### src/rtl/pll_cfg_seq.sv
module pll_cfg_seq #(
  parameter int FW = 12,
  parameter int MW = 16,
  parameter int NR = 8,
  parameter int CW = 7,
  parameter logic [NR*FW-1:0] RNG_LO = {12'd160, 12'd150, 12'd140, 12'd130,
                                        12'd110, 12'd100, 12'd90,  12'd80},
  parameter logic [NR*FW-1:0] RNG_HI = {12'd1500, 12'd169, 12'd149, 12'd139,
                                        12'd129,  12'd109, 12'd99,  12'd89},
  parameter logic [NR*CW-1:0] RNG_CODE = {7'h0A, 7'h02, 7'h21, 7'h11,
                                          7'h01, 7'h20, 7'h10, 7'h00}
) (
  input  logic          clk,
  input  logic          rst_n,
  input  logic          start,
  input  logic [FW-1:0] ref_mhz,
  input  logic [FW-1:0] rate_mhz,
  output logic          busy,
  output logic          done,
  output logic          err,
  output logic [FW-1:0] n_out,
  output logic [MW-1:0] m_out,
  output logic [FW-1:0] lane_mhz,
  output logic          wr_req,
  output logic [7:0]    wr_addr,
  output logic [7:0]    wr_data,
  input  logic          wr_ack
);

  localparam int DW = 32;
  localparam int CNTW = $clog2(DW + 1);
  localparam logic [7:0] A_BAND = 8'h44;
  localparam logic [7:0] A_CTRL = 8'h19;
  localparam logic [7:0] A_NDIV = 8'h17;
  localparam logic [7:0] A_MDIV = 8'h18;

  typedef enum logic [2:0] {
    ST_IDLE, ST_LO, ST_HI, ST_TRY, ST_MDIV, ST_RATE, ST_WR
  } st_t;

  st_t             st;
  logic [FW-1:0]   ref_q, rate_q, n_q, nmax_q, lane_q;
  logic [MW-1:0]   m_q;
  logic [CW-1:0]   code_q, code_hit;
  logic [2:0]      widx;
  logic            err_q, done_q;

  logic [DW-1:0]   quo_q;
  logic [FW-1:0]   rem_q, dsr_q;
  logic [CNTW-1:0] dcnt_q;
  logic [FW:0]     trial;
  logic [FW-1:0]   tdiff;
  logic            ge;

  assign trial = {rem_q, quo_q[DW-1]};
  assign ge    = trial >= {1'b0, dsr_q};
  assign tdiff = trial[FW-1:0] - dsr_q;

  always_comb begin
    code_hit = '0;
    for (int i = NR - 1; i >= 0; i--)
      if (rate_q >= RNG_LO[i*FW +: FW] && rate_q <= RNG_HI[i*FW +: FW])
        code_hit = RNG_CODE[i*CW +: CW];
  end

  always_ff @(posedge clk or negedge rst_n) begin
    if (!rst_n) begin
      st <= ST_IDLE;
      ref_q <= '0; rate_q <= '0; n_q <= '0; nmax_q <= '0; lane_q <= '0;
      m_q <= '0; code_q <= '0; widx <= '0; err_q <= 1'b0; done_q <= 1'b0;
      quo_q <= '0; rem_q <= '0; dsr_q <= '0; dcnt_q <= '0;
    end else begin
      done_q <= 1'b0;
      if (dcnt_q != '0) begin
        rem_q  <= ge ? tdiff : trial[FW-1:0];
        quo_q  <= {quo_q[DW-2:0], ge};
        dcnt_q <= dcnt_q - 1'b1;
      end else begin
        case (st)
          ST_IDLE: if (start) begin
            ref_q  <= ref_mhz;
            rate_q <= rate_mhz;
            err_q  <= 1'b0;
            quo_q  <= DW'(ref_mhz);
            dsr_q  <= FW'(40);
            rem_q  <= '0;
            dcnt_q <= CNTW'(DW);
            st     <= ST_LO;
          end
          ST_LO: begin
            n_q    <= (quo_q == '0) ? FW'(1) : quo_q[FW-1:0];
            quo_q  <= DW'(ref_q);
            dsr_q  <= FW'(5);
            rem_q  <= '0;
            dcnt_q <= CNTW'(DW);
            st     <= ST_HI;
          end
          ST_HI: begin
            nmax_q <= quo_q[FW-1:0];
            st     <= ST_TRY;
          end
          ST_TRY: begin
            if (n_q > nmax_q) begin
              err_q <= 1'b1; done_q <= 1'b1;
              n_q <= '0; m_q <= '0; lane_q <= '0;
              st <= ST_IDLE;
            end else begin
              quo_q  <= DW'(rate_q) * DW'(n_q);
              dsr_q  <= ref_q;
              rem_q  <= '0;
              dcnt_q <= CNTW'(DW);
              st     <= ST_MDIV;
            end
          end
          ST_MDIV: begin
            if (quo_q[0]) begin
              n_q <= n_q + 1'b1;
              st  <= ST_TRY;
            end else if (quo_q == '0) begin
              err_q <= 1'b1; done_q <= 1'b1;
              n_q <= '0; m_q <= '0; lane_q <= '0;
              st <= ST_IDLE;
            end else begin
              m_q    <= quo_q[MW-1:0];
              quo_q  <= DW'(ref_q) * DW'(quo_q[MW-1:0]);
              dsr_q  <= n_q;
              rem_q  <= '0;
              dcnt_q <= CNTW'(DW);
              st     <= ST_RATE;
            end
          end
          ST_RATE: begin
            lane_q <= quo_q[FW-1:0];
            code_q <= code_hit;
            widx   <= '0;
            st     <= ST_WR;
          end
          ST_WR: if (wr_ack) begin
            if (widx == 3'd4) begin
              done_q <= 1'b1;
              st     <= ST_IDLE;
            end else begin
              widx <= widx + 1'b1;
            end
          end
          default: st <= ST_IDLE;
        endcase
      end
    end
  end

  logic [8:0] mm1;
  assign mm1 = m_q[8:0] - 9'd1;

  always_comb begin
    case (widx)
      3'd0:    begin wr_addr = A_BAND; wr_data = 8'({code_q, 1'b0}); end
      3'd1:    begin wr_addr = A_CTRL; wr_data = 8'h30; end
      3'd2:    begin wr_addr = A_NDIV; wr_data = n_q[7:0] - 8'd1; end
      3'd3:    begin wr_addr = A_MDIV; wr_data = {3'b000, mm1[4:0]}; end
      default: begin wr_addr = A_MDIV; wr_data = {4'b1000, mm1[8:5]}; end
    endcase
  end

  assign wr_req   = (st == ST_WR);
  assign busy     = (st != ST_IDLE);
  assign done     = done_q;
  assign err      = err_q;
  assign n_out    = n_q;
  assign m_out    = m_q;
  assign lane_mhz = lane_q;

  assert_hold_R6: assert property (@(posedge clk) disable iff (!rst_n)
    wr_req && !wr_ack |=> wr_req && $stable(wr_addr) && $stable(wr_data));

  assert_band_first_R5: assert property (@(posedge clk) disable iff (!rst_n)
    wr_req && wr_ack && wr_addr == A_BAND |=> wr_req && wr_addr == A_CTRL);

  assert_pulse_R8: assert property (@(posedge clk) disable iff (!rst_n)
    done |=> !done);

  assert_even_R2: assert property (@(posedge clk) disable iff (!rst_n)
    done && !err |-> !m_out[0] && m_out != '0 && n_out != '0);

  assert_window_R1: assert property (@(posedge clk) disable iff (!rst_n)
    done && !err |-> (32'(n_out) * 32'd5) <= 32'(ref_q));

  assert_fail_zero_R3: assert property (@(posedge clk) disable iff (!rst_n)
    done && err |-> lane_mhz == '0 && n_out == '0 && m_out == '0);

  assert_idle_quiet_R9: assert property (@(posedge clk) disable iff (!rst_n)
    !busy |-> !wr_req);

endmodule

### config.mk
export PLATFORM = sky130hd
export DESIGN_NAME = pll_cfg_seq
export DESIGN_NICKNAME = d
export VERILOG_FILES = /design/src/rtl/pll_cfg_seq.sv
export SDC_FILE = /design/constraint.sdc
export NUM_CORES = 1
export LEC_CHECK = 0
export BUFFER_PORTS_ARGS = -buffer_cell sky130_fd_sc_hd__buf_2
export CAP_MARGIN = 20
export CORE_MARGIN = 5
export CORE_UTILIZATION = 56
export DETAILED_ROUTE_END_ITERATION = 7
export PLACE_DENSITY = 0.81
export SYNTH_ARGS = -nofsm -noshare
export SYNTH_HDL_FRONTEND = slang
export SYNTH_SLANG_ARGS = --single-unit
### constraint.sdc
create_clock -name clk -period 9.35 [get_ports clk]
set_input_delay 1.4025 -clock clk [delete_from_list [all_inputs] [get_ports clk]]
set_output_delay 1.4025 -clock clk [all_outputs]
set_load 0.03 [all_outputs]
==> results of run 1 <==
[flip-flops by register name, indices dropped and copies added, names as in the netlist, 3 cells and up]
register	cells
code_q	5
lane_mhz	12
m_out	15
dsr_q	12
ref_q	12
st	3
widx	3
rate_q	12
nmax_q	12
n_out	12
quo_q	32
dcnt_q	6
rem_q	12
[synthesized netlist by cell type, types with 4 or more instances]
library cell / number
sky130_fd_sc_hd__nand2_1: 384
sky130_fd_sc_hd__nand4_1: 14
sky130_fd_sc_hd__o21bai_1: 7
sky130_fd_sc_hd__and2_1: 96
sky130_fd_sc_hd__nand2b_1: 11
sky130_fd_sc_hd__nor2_1: 93
sky130_fd_sc_hd__o221ai_1: 7
sky130_fd_sc_hd__a22oi_1: 8
sky130_fd_sc_hd__mux2_2: 44
sky130_fd_sc_hd__o21ai_1: 12
sky130_fd_sc_hd__o31ai_1: 19
sky130_fd_sc_hd__buf_2: 10
sky130_fd_sc_hd__o21ai_0: 112
sky130_fd_sc_hd__a221oi_1: 23
sky130_fd_sc_hd__a21o_1: 14
sky130_fd_sc_hd__a221o_1: 6
sky130_fd_sc_hd__mux2i_1: 15
sky130_fd_sc_hd__nor4_1: 14
sky130_fd_sc_hd__o22ai_1: 12
sky130_fd_sc_hd__nand3b_1: 4
sky130_fd_sc_hd__fa_1: 241
sky130_fd_sc_hd__o21a_1: 6
sky130_fd_sc_hd__inv_1: 360
sky130_fd_sc_hd__a31oi_1: 15
sky130_fd_sc_hd__clkbuf_1: 126
sky130_fd_sc_hd__buf_1: 12
sky130_fd_sc_hd__dfrtp_1: 150
sky130_fd_sc_hd__or2_2: 4
sky130_fd_sc_hd__ha_1: 161
sky130_fd_sc_hd__a211oi_1: 15
sky130_fd_sc_hd__a21oi_1: 108
sky130_fd_sc_hd__nand3_1: 29
sky130_fd_sc_hd__xnor2_1: 28
sky130_fd_sc_hd__nor3_1: 21
sky130_fd_sc_hd__and3_1: 14
sky130_fd_sc_hd__buf_4: 5
sky130_fd_sc_hd__o211ai_1: 10
sky130_fd_sc_hd__nor2b_1: 10
sky130_fd_sc_hd__a22o_1: 5
sky130_fd_sc_hd__nor3b_1: 6
sky130_fd_sc_hd__xor2_1: 25
[through the flow]
stage / utilization / worst slack, ns
finish: 0.601 / 2.92
global route: 0.601 / 2.64
CTS: 0.600 / 3.02
detailed placement: 0.582 / 3.04
global placement: 0.582 / 3.26
floorplan: - / 3.56
[final timing paths]
path	end	slack [ns]
worst max-delay path	quo_q[25]$_DFFE_PN0P_	2.92
worst min-delay path	lane_mhz[6]$_DFFE_PN0P_	0.48
worst max register to register	quo_q[25]$_DFFE_PN0P_	2.92
worst min register to register	lane_mhz[6]$_DFFE_PN0P_	0.48
max in group asynchronous	quo_q[10]$_DFFE_PN0P_	6.98
min in group asynchronous	widx[1]$_DFFE_PN0P_	1.03
[layout make-up]
| cell class | count | area (sq um) | area share |
|---|---|---|---|
| Multi-Input combinational cell | 1648 | 13900 | 0.669 |
| Tap cell | 455 | 569 | 0.0274 |
| Timing Repair Buffer | 100 | 554 | 0.0267 |
| Sequential cell | 150 | 3750 | 0.181 |
| Clock buffer | 17 | 425 | 0.0205 |
| Clock inverter | 15 | 214 | 0.0103 |
| Inverter | 361 | 1360 | 0.0653 |
[kinds of logic (layout without fill, tap and decap cells)]
| logic type | Yosys count | after routing | synth area share |
|---|---|---|---|
| multiplexers | 60 | 60 | 0.0336 |
| other | 1 | 3 | 0.000192 |
| adder cells (fa/ha/maj) | 402 | 402 | 0.349 |
| XOR/XNOR | 53 | 53 | 0.0237 |
| AND/OR/NAND/NOR | 723 | 723 | 0.170 |
| flip-flops | 150 | 150 | 0.192 |
| AO/OA/AOI/OAI | 407 | 407 | 0.130 |
| buffers and inverters | 515 | 493 | 0.101 |
[worst min-delay path: stages, from the launching register on]
cell and delay, ns:
sky130_fd_sc_hd__dfrtp_1 0.34, sky130_fd_sc_hd__nand2_1 0.05, sky130_fd_sc_hd__o21ai_0 0.06
[metal layers]
metal / GRT usage / up-vias
met5: 0 / -
li1: - / 7399
met4: 0.128 / 0
met2: 0.457 / 900
met3: 0.0535 / 203
met1: 0.364 / 8310
==> run summary, run 1 <==
- 0 — postcts setup bufs
- flop — Critical Path End Type
- 0.943 — global placer's final weighted congestion
- met4 — top routing layer used
- sky130_fd_sc_hd__fa_1 — cell mode on critical path
- 0 — number of antenna cells inserted
- 2 — number of buffers between clock root and the deepest sink
- lane_mhz[6]$_DFFE_PN0P_ — worst min-delay path startpoint
- 0.0345 sq mm — core box area
- sky130_fd_sc_hd__clkbuf_16 — CTS root buffer
- 16,800 — total number of vias
- 197 microns — Die Span Y
- 0.0124 ns — worst clock skew
- 17 — number of buffers inserted during clock tree synthesis
- 0.0207 sq mm — Final Cell Area
- done — CTS tree
- 9.71 ns — required time of the worst setup path
- 94 — pin count of the biggest net entering global routing
- 17,300 — via count of the first global-routing pass
- 2 — Min-Delay Path Depth
- 6.43 ns — final worst path period need
- sky130_fd_sc_hd__dfrtp_1 — ys flop type
- 40.1 mm — sum of net half-perimeters after detailed placement
- sky130_fd_sc_hd__nand2_1, sky130_fd_sc_hd__inv_1, sky130_fd_sc_hd__fa_1 — leading cell types in the layout, fill and taps excluded
- 0.0388 sq mm — DIE AREA
- 0.0856 — proportion of layout cells with a drive suffix above 1
- 6.12 — number of vias per cell
- 19 — Max Fanout on Critical Path
- 87.8 mm — global-route wire length before repair
- 3 — WP buf/inv
- 5.97% — relative area change from synthesis to final layout
- 1,761 — initial DRC count
- 0.0196 sq mm — cell area after technology mapping
- 150 — number of clock sinks
- completed — result of the run
- nand2_1, fa_1, fa_1, fa_1, inv_1, fa_1, inv_1, fa_1, inv_1, ha_1, o211ai_1, nor3_1, a21oi_1, o21ai_1, and3_1, o32ai_1, o21ai_0, a31oi_1 — cell breakdown of the critical path
- 0.07 ns — clock slew seen by the registers of the worst setup and hold paths
- 84 — Port Buffers
- 53.8 mm — detailed-route wire length
- 2,863 — # fillers
- 0 — Pins Over Slew Limit
- 2,746 — non-filler cells, final
- 8.47 sq um — synthesized area per cell
- 5.21 mm — routed wire length on met3
- 18 — number of gates on the worst path with buffers counted
- 2,311 — Cells after Synth
- 0 — antenna violations before repair
- 6.79 ns — arrival time at the worst endpoint
- 0 — hold buffer count at CTS
- 0 — Post-synth EDFFs
- 0.155 GHz — upper clock frequency limit
- quo_q[5]$_DFFE_PN0P_ — reg2reg start
- 25.7 mm — routed length on met2
- sky130_fd_sc_hd__dfrtp_1 — slowest stage cell, crit path
- flop to flop — class of the worst hold path
- 0.336 — Rel. slew slack
- 0.45 ns — latest clock arrival within the worst-skew pair
- 0 — Final Hold Viols
- sky130_fd_sc_hd__fa_1, sky130_fd_sc_hd__dfrtp_1, sky130_fd_sc_hd__ha_1 — cells taking the most area after synthesis
- 0 — number of max-cap violations
- adder cells — category of cells accounting for the largest share of critical-path delay
- 0.688 — fraction of the cycle the final worst path needs
- 0.96 ns — stage delay of the slowest cell on the critical path
- flop to flop — Crit Path Category
- sky130_fd_sc_hd__fa_1 — cell type with the highest aggregate area in the netlist
- 4 — H-Tree Depth
- 19.6 microns — post-detailed-route wirelength per cell
- 68 — number of rows in the core area
- 0.192 — Seq/Total Area, Yosys
- 0 — Congestion Overflow GR
- 0 — number of nets still failing antenna checks after routing
- 2,713 — number of cells in the design after placement
- 0 — number of remaining DRC errors
- 18 — worst r2r path cells
- quo_q[5]$_DFFE_PN0P_ — beginning of the critical path
- 8 — router iterations before antenna repair
- 150 — total of flip-flops plus latches after synthesis
- 20.2 mm — routed metal-1 wire length
- 1.00 — Synth async-reset ratio
- 0 ns — setup TNS after final layout
- 0 — Setup Viol. Count Final
- false — unrepaired setup endpoints after global routing
- flop — startpoint type of the worst setup path
- 0.567 — initial cell density of the core
- 0 — Resized cells post-CTS
- 2,708 — net count reported at finish
- 0.0201 sq mm — dpl cell area
- 197 microns — Horiz. Die Dim
- 88 — ports placed on the boundary
- 0 — Ys Warns
- 0.995 ns — Worst Tran Pin Value
- 80 — distinct cell type count after synthesis
- 0.280 — total track usage
- 0.246 — area fraction of the dominant cell type after synthesis
- 0.479 ns — post-route worst hold slack
- sky130_fd_sc_hd__nand2_1 — most common cell after layout, fill and taps aside
Power of run 1 is not shown: default switching activity piles up to over one toggle a cycle in this logic, so the estimate is an artifact.
==> run 2: changes to the inputs <==
- ABC_AREA: not set -> 1
- PLACE_DENSITY: 0.81 -> 0.83
- clock period: 9.35 -> 5.2 ns (I/O delays scaled with it)
==> run 2 against run 1 <==
Net effect: largest cell class unchanged; synthesized area rose by 5.5%; non-clock buffer count rose by 93; worst hold slack got worse by 0.095 ns; count of clock-buffer cells in the layout did not move; via count rose by 17%; synthesized cell count rose by 26%.
==> run summary, run 2 <==
- completed — result of the run
- 0.331 — synthesized-area fraction occupied by adder cells
- 88 — ports placed on the boundary
- sky130_fd_sc_hd__fa_1, sky130_fd_sc_hd__dfrtp_1, sky130_fd_sc_hd__nand2_1 — cells taking the most area after synthesis
- 0.200 GHz — upper clock frequency limit
- 0 — number of remaining DRC errors
- sky130_fd_sc_hd__nand2_1 — most common cell after layout, fill and taps aside
- 0.0408 sq mm — DIE AREA
- 32 — Largest register FFs
- 0.298 — Rel. slew slack
- quo_q — largest reg by FF count
- 3,143 — # fillers
- 23 — worst r2r path cells
- 0.182 — Seq/Total Area, Yosys
- 5.53 ns — required time of the worst setup path
- 0 — number of max-cap violations
- 0.0365 sq mm — core box area
- 84 — Port Buffers
- -0.131 ns — post-placement worst setup slack
- 101 mm — global-route wire length before repair
- 7.10 sq um — synthesized area per cell
- sky130_fd_sc_hd__nand2_1, sky130_fd_sc_hd__inv_1, sky130_fd_sc_hd__fa_1 — leading cell types in the layout, fill and taps excluded
- 0.234 — area fraction of the dominant cell type after synthesis
- 18.0 microns — post-detailed-route wirelength per cell
- flop — startpoint type of the worst setup path
- 0.00164 — portion of netlist area occupied by mux cells
- sky130_fd_sc_hd__dfrtp_1 — ys flop type
- 0 — number of nets still failing antenna checks after routing
- 0.303 — total track usage
- 1.00 — Synth async-reset ratio
- 0.384 ns — post-route worst hold slack
- ref_q[8]$_DFFE_PN0P_ — reg2reg start
- 0.54 ns — stage delay of the slowest cell on the critical path
- 150 — number of clock sinks
- 0.0110 — parity-gate share of the synthesized area counting xor and xnor cells
- 0.19 ns — flop-to-flop setup slack
- 0.566 — initial cell density of the core
- 1.05 ns — Worst Tran Pin Value
- 19,800 — via count of the first global-routing pass
- input pin to asynchronous set/reset pin — class of the worst hold path
- sky130_fd_sc_hd__fa_1 — cell type with the highest aggregate area in the netlist
- 17 — number of buffers inserted during clock tree synthesis
- 202 microns — Die Span Y
- quo_q[24]$_DFFE_PN0P_ — terminus of the critical flop-to-flop path
- sky130_fd_sc_hd__nand2_1 — library cell with the highest instance count after synthesis
- 3,420 — net count reported at finish
- sky130_fd_sc_hd__fa_1 — slowest stage cell, crit path
- 6 — router iterations before antenna repair
- 0.00971 ns — worst clock skew
- buf_12, buf_4, nand2_1, inv_1, fa_1, fa_1, inv_1, fa_1, inv_1, fa_1, inv_1, fa_1, inv_1, ha_4, nand2_2, nor2_2, inv_1, nor2_1, nand4_1, nand3_1, nand2_1, nand3_1, nand3_1 — cell breakdown of the critical path
- 0 — Congestion Overflow GR
- 0.07 ns — clock slew seen by the registers of the worst setup and hold paths
- 1,983 — initial DRC count
- 2,911 — Cells after Synth
- flop to flop — Crit Path Category
- 19,700 — total number of vias
- 202 microns — Horiz. Die Dim
- 4 — H-Tree Depth
- 150 — total of flip-flops plus latches after synthesis
- 70 — pin count of the biggest net entering global routing
- done — CTS tree
- 48.6 mm — sum of net half-perimeters after detailed placement
- 0 — Pins Over Slew Limit
- 0.120 — proportion of layout cells with a drive suffix above 1
- 0 — Ys Warns
- 0.0207 sq mm — cell area after technology mapping
- sky130_fd_sc_hd__clkbuf_16 — CTS root buffer
- 70 — number of rows in the core area
- 0.189 ns — worst-case setup margin in the final layout
- 8 — Max Fanout on Critical Path
- sky130_fd_sc_hd__nand2_1, sky130_fd_sc_hd__inv_1, sky130_fd_sc_hd__fa_1 — most numerous cell types in the synthesized netlist
- 0 — Setup Viol. Count Final
- 62.6 mm — detailed-route wire length
- 5.34 ns — arrival time at the worst endpoint
- 0 — Final Hold Viols
- 5.68 — number of vias per cell
- 0 — Post-synth EDFFs
- 0.964 — fraction of the cycle the final worst path needs
- 0.256 — area share of and/or/nand/nor cells after synthesis
- 0 — hold buffer count at CTS
- 5.01 ns — final worst path period need
- 50 — distinct cell type count after synthesis
- 2 — number of buffers between clock root and the deepest sink
- 1.01 — global placer's final weighted congestion
- 0.44 ns — latest clock arrival within the worst-skew pair
- adder cells — largest family of logic cells by synthesized area
- 11.0% — relative area change from synthesis to final layout
- 0.0742 — share of the synthesized area in compound gates (AO/OA/AOI/OAI)
- 0 — number of antenna cells inserted
- flop — Critical Path End Type
- sky130_fd_sc_hd__inv_1 — cell mode on critical path
- 0 — antenna violations before repair
run 2: changes by cell type in the layout (fill, tap and decap cells not counted), moves of 19 or more:
| cell | delta |
|---|---|
| sky130_fd_sc_hd__a221oi_1 | -21 |
| sky130_fd_sc_hd__a21oi_1 | -26 |
| sky130_fd_sc_hd__dfrtp_1 | -30 |
| sky130_fd_sc_hd__nand3_1 | +131 |
| sky130_fd_sc_hd__mux2_2 | -41 |
| sky130_fd_sc_hd__buf_4 | +79 |
| sky130_fd_sc_hd__and2_1 | -95 |
| sky130_fd_sc_hd__o21ai_1 | +33 |
| sky130_fd_sc_hd__nand2_1 | +473 |
| sky130_fd_sc_hd__nor2_1 | +52 |
| sky130_fd_sc_hd__dfrtp_2 | +29 |
| sky130_fd_sc_hd__inv_1 | +256 |
| sky130_fd_sc_hd__nand4_1 | +19 |
run 2: repair_timing:
action                                  4_1_cts  5_1_grt
endpoints found under the setup margin       11       19
pin swaps                                     0       18
gates resized for setup                      15      105
setup buffers                                 0       25
run 2: cell type report:
cell class	count	area [sq um]	share of cell area
Multi-Input combinational cell	1999	14300	0.622
Sequential cell	150	3790	0.165
Inverter	629	2360	0.103
Timing Repair Buffer	193	1350	0.0588
Tap cell	468	586	0.0255
Clock buffer	17	425	0.0186
Clock inverter	15	143	0.00622
run 2: critical path, delay by kind of cell, from the launching register on:
family                     cells  cell delay [ns]
DFF                            1             0.43
and+or+nand+nor                9             0.93
buffers and inverters          8             0.63
adders and majority gates      6             2.87
run 2: worst max-delay path by stage:
| stage | slack (ns) | end | from | cells past startpoint |
|---|---|---|---|---|
| 6_report | 0.19 | quo_q[24]$_DFFE_PN0P_ | ref_q[8]$_DFFE_PN0P_ | 23 |
| 3_3_place_gp | -0.09 | quo_q[21]$_DFFE_PN0P_ | quo_q[3]$_DFFE_PN0P_ | 21 |
| 4_1_cts | 0.001 | quo_q[21]$_DFFE_PN0P_ | quo_q[7]$_DFFE_PN0P_ | 21 |
| 3_5_place_dp | -0.13 | quo_q[22]$_DFFE_PN0P_ | ref_q[7]$_DFFE_PN0P_ | 21 |
| 5_1_grt | -0.03 | quo_q[18]$_DFFE_PN0P_ | ref_q[8]$_DFFE_PN0P_ | 24 |
| 2_1_floorplan | 0.07 | quo_q[19]$_DFFE_PN0P_ | n_out[3]$_DFFE_PN0P_ | 24 |
run 2: kinds of logic after synthesis:
kind of cell / Yosys count
AND/OR/NAND/NOR: 1282
buffers and inverters: 764
adder cells (fa/ha/maj): 402
AO/OA/AOI/OAI: 283
flip-flops: 150
XOR/XNOR: 26
multiplexers: 3
other: 1
run 2: metrics by stage:
stage | instance area [sq um] | util | setup TNS, ns | instances
final | 22900 | 0.628 | 0 | 3471
after global routing | 22900 | 0.628 | -0.0755 | 3471
after CTS | 22300 | 0.610 | 0 | 3446
after detailed placement | 21700 | 0.594 | -0.515 | 3414
after global placement | 21700 | 0.594 | -0.123 | 3413
after floorplan | 20700 | - | 0 | 2913
run 2: routing by layer:
metal / wire [microns] / track usage / up-vias / share of wire
met3: 5910 / 0.0613 / 247 / 0.094
met4: 3410 / 0.144 / 0 / 0.055
li1: - / - / 8963 / -
met1: 23600 / 0.380 / 9418 / 0.38
met5: 0 / 0 / - / 0
met2: 29600 / 0.505 / 1074 / 0.47
Power of run 2 is left out for the same reason.
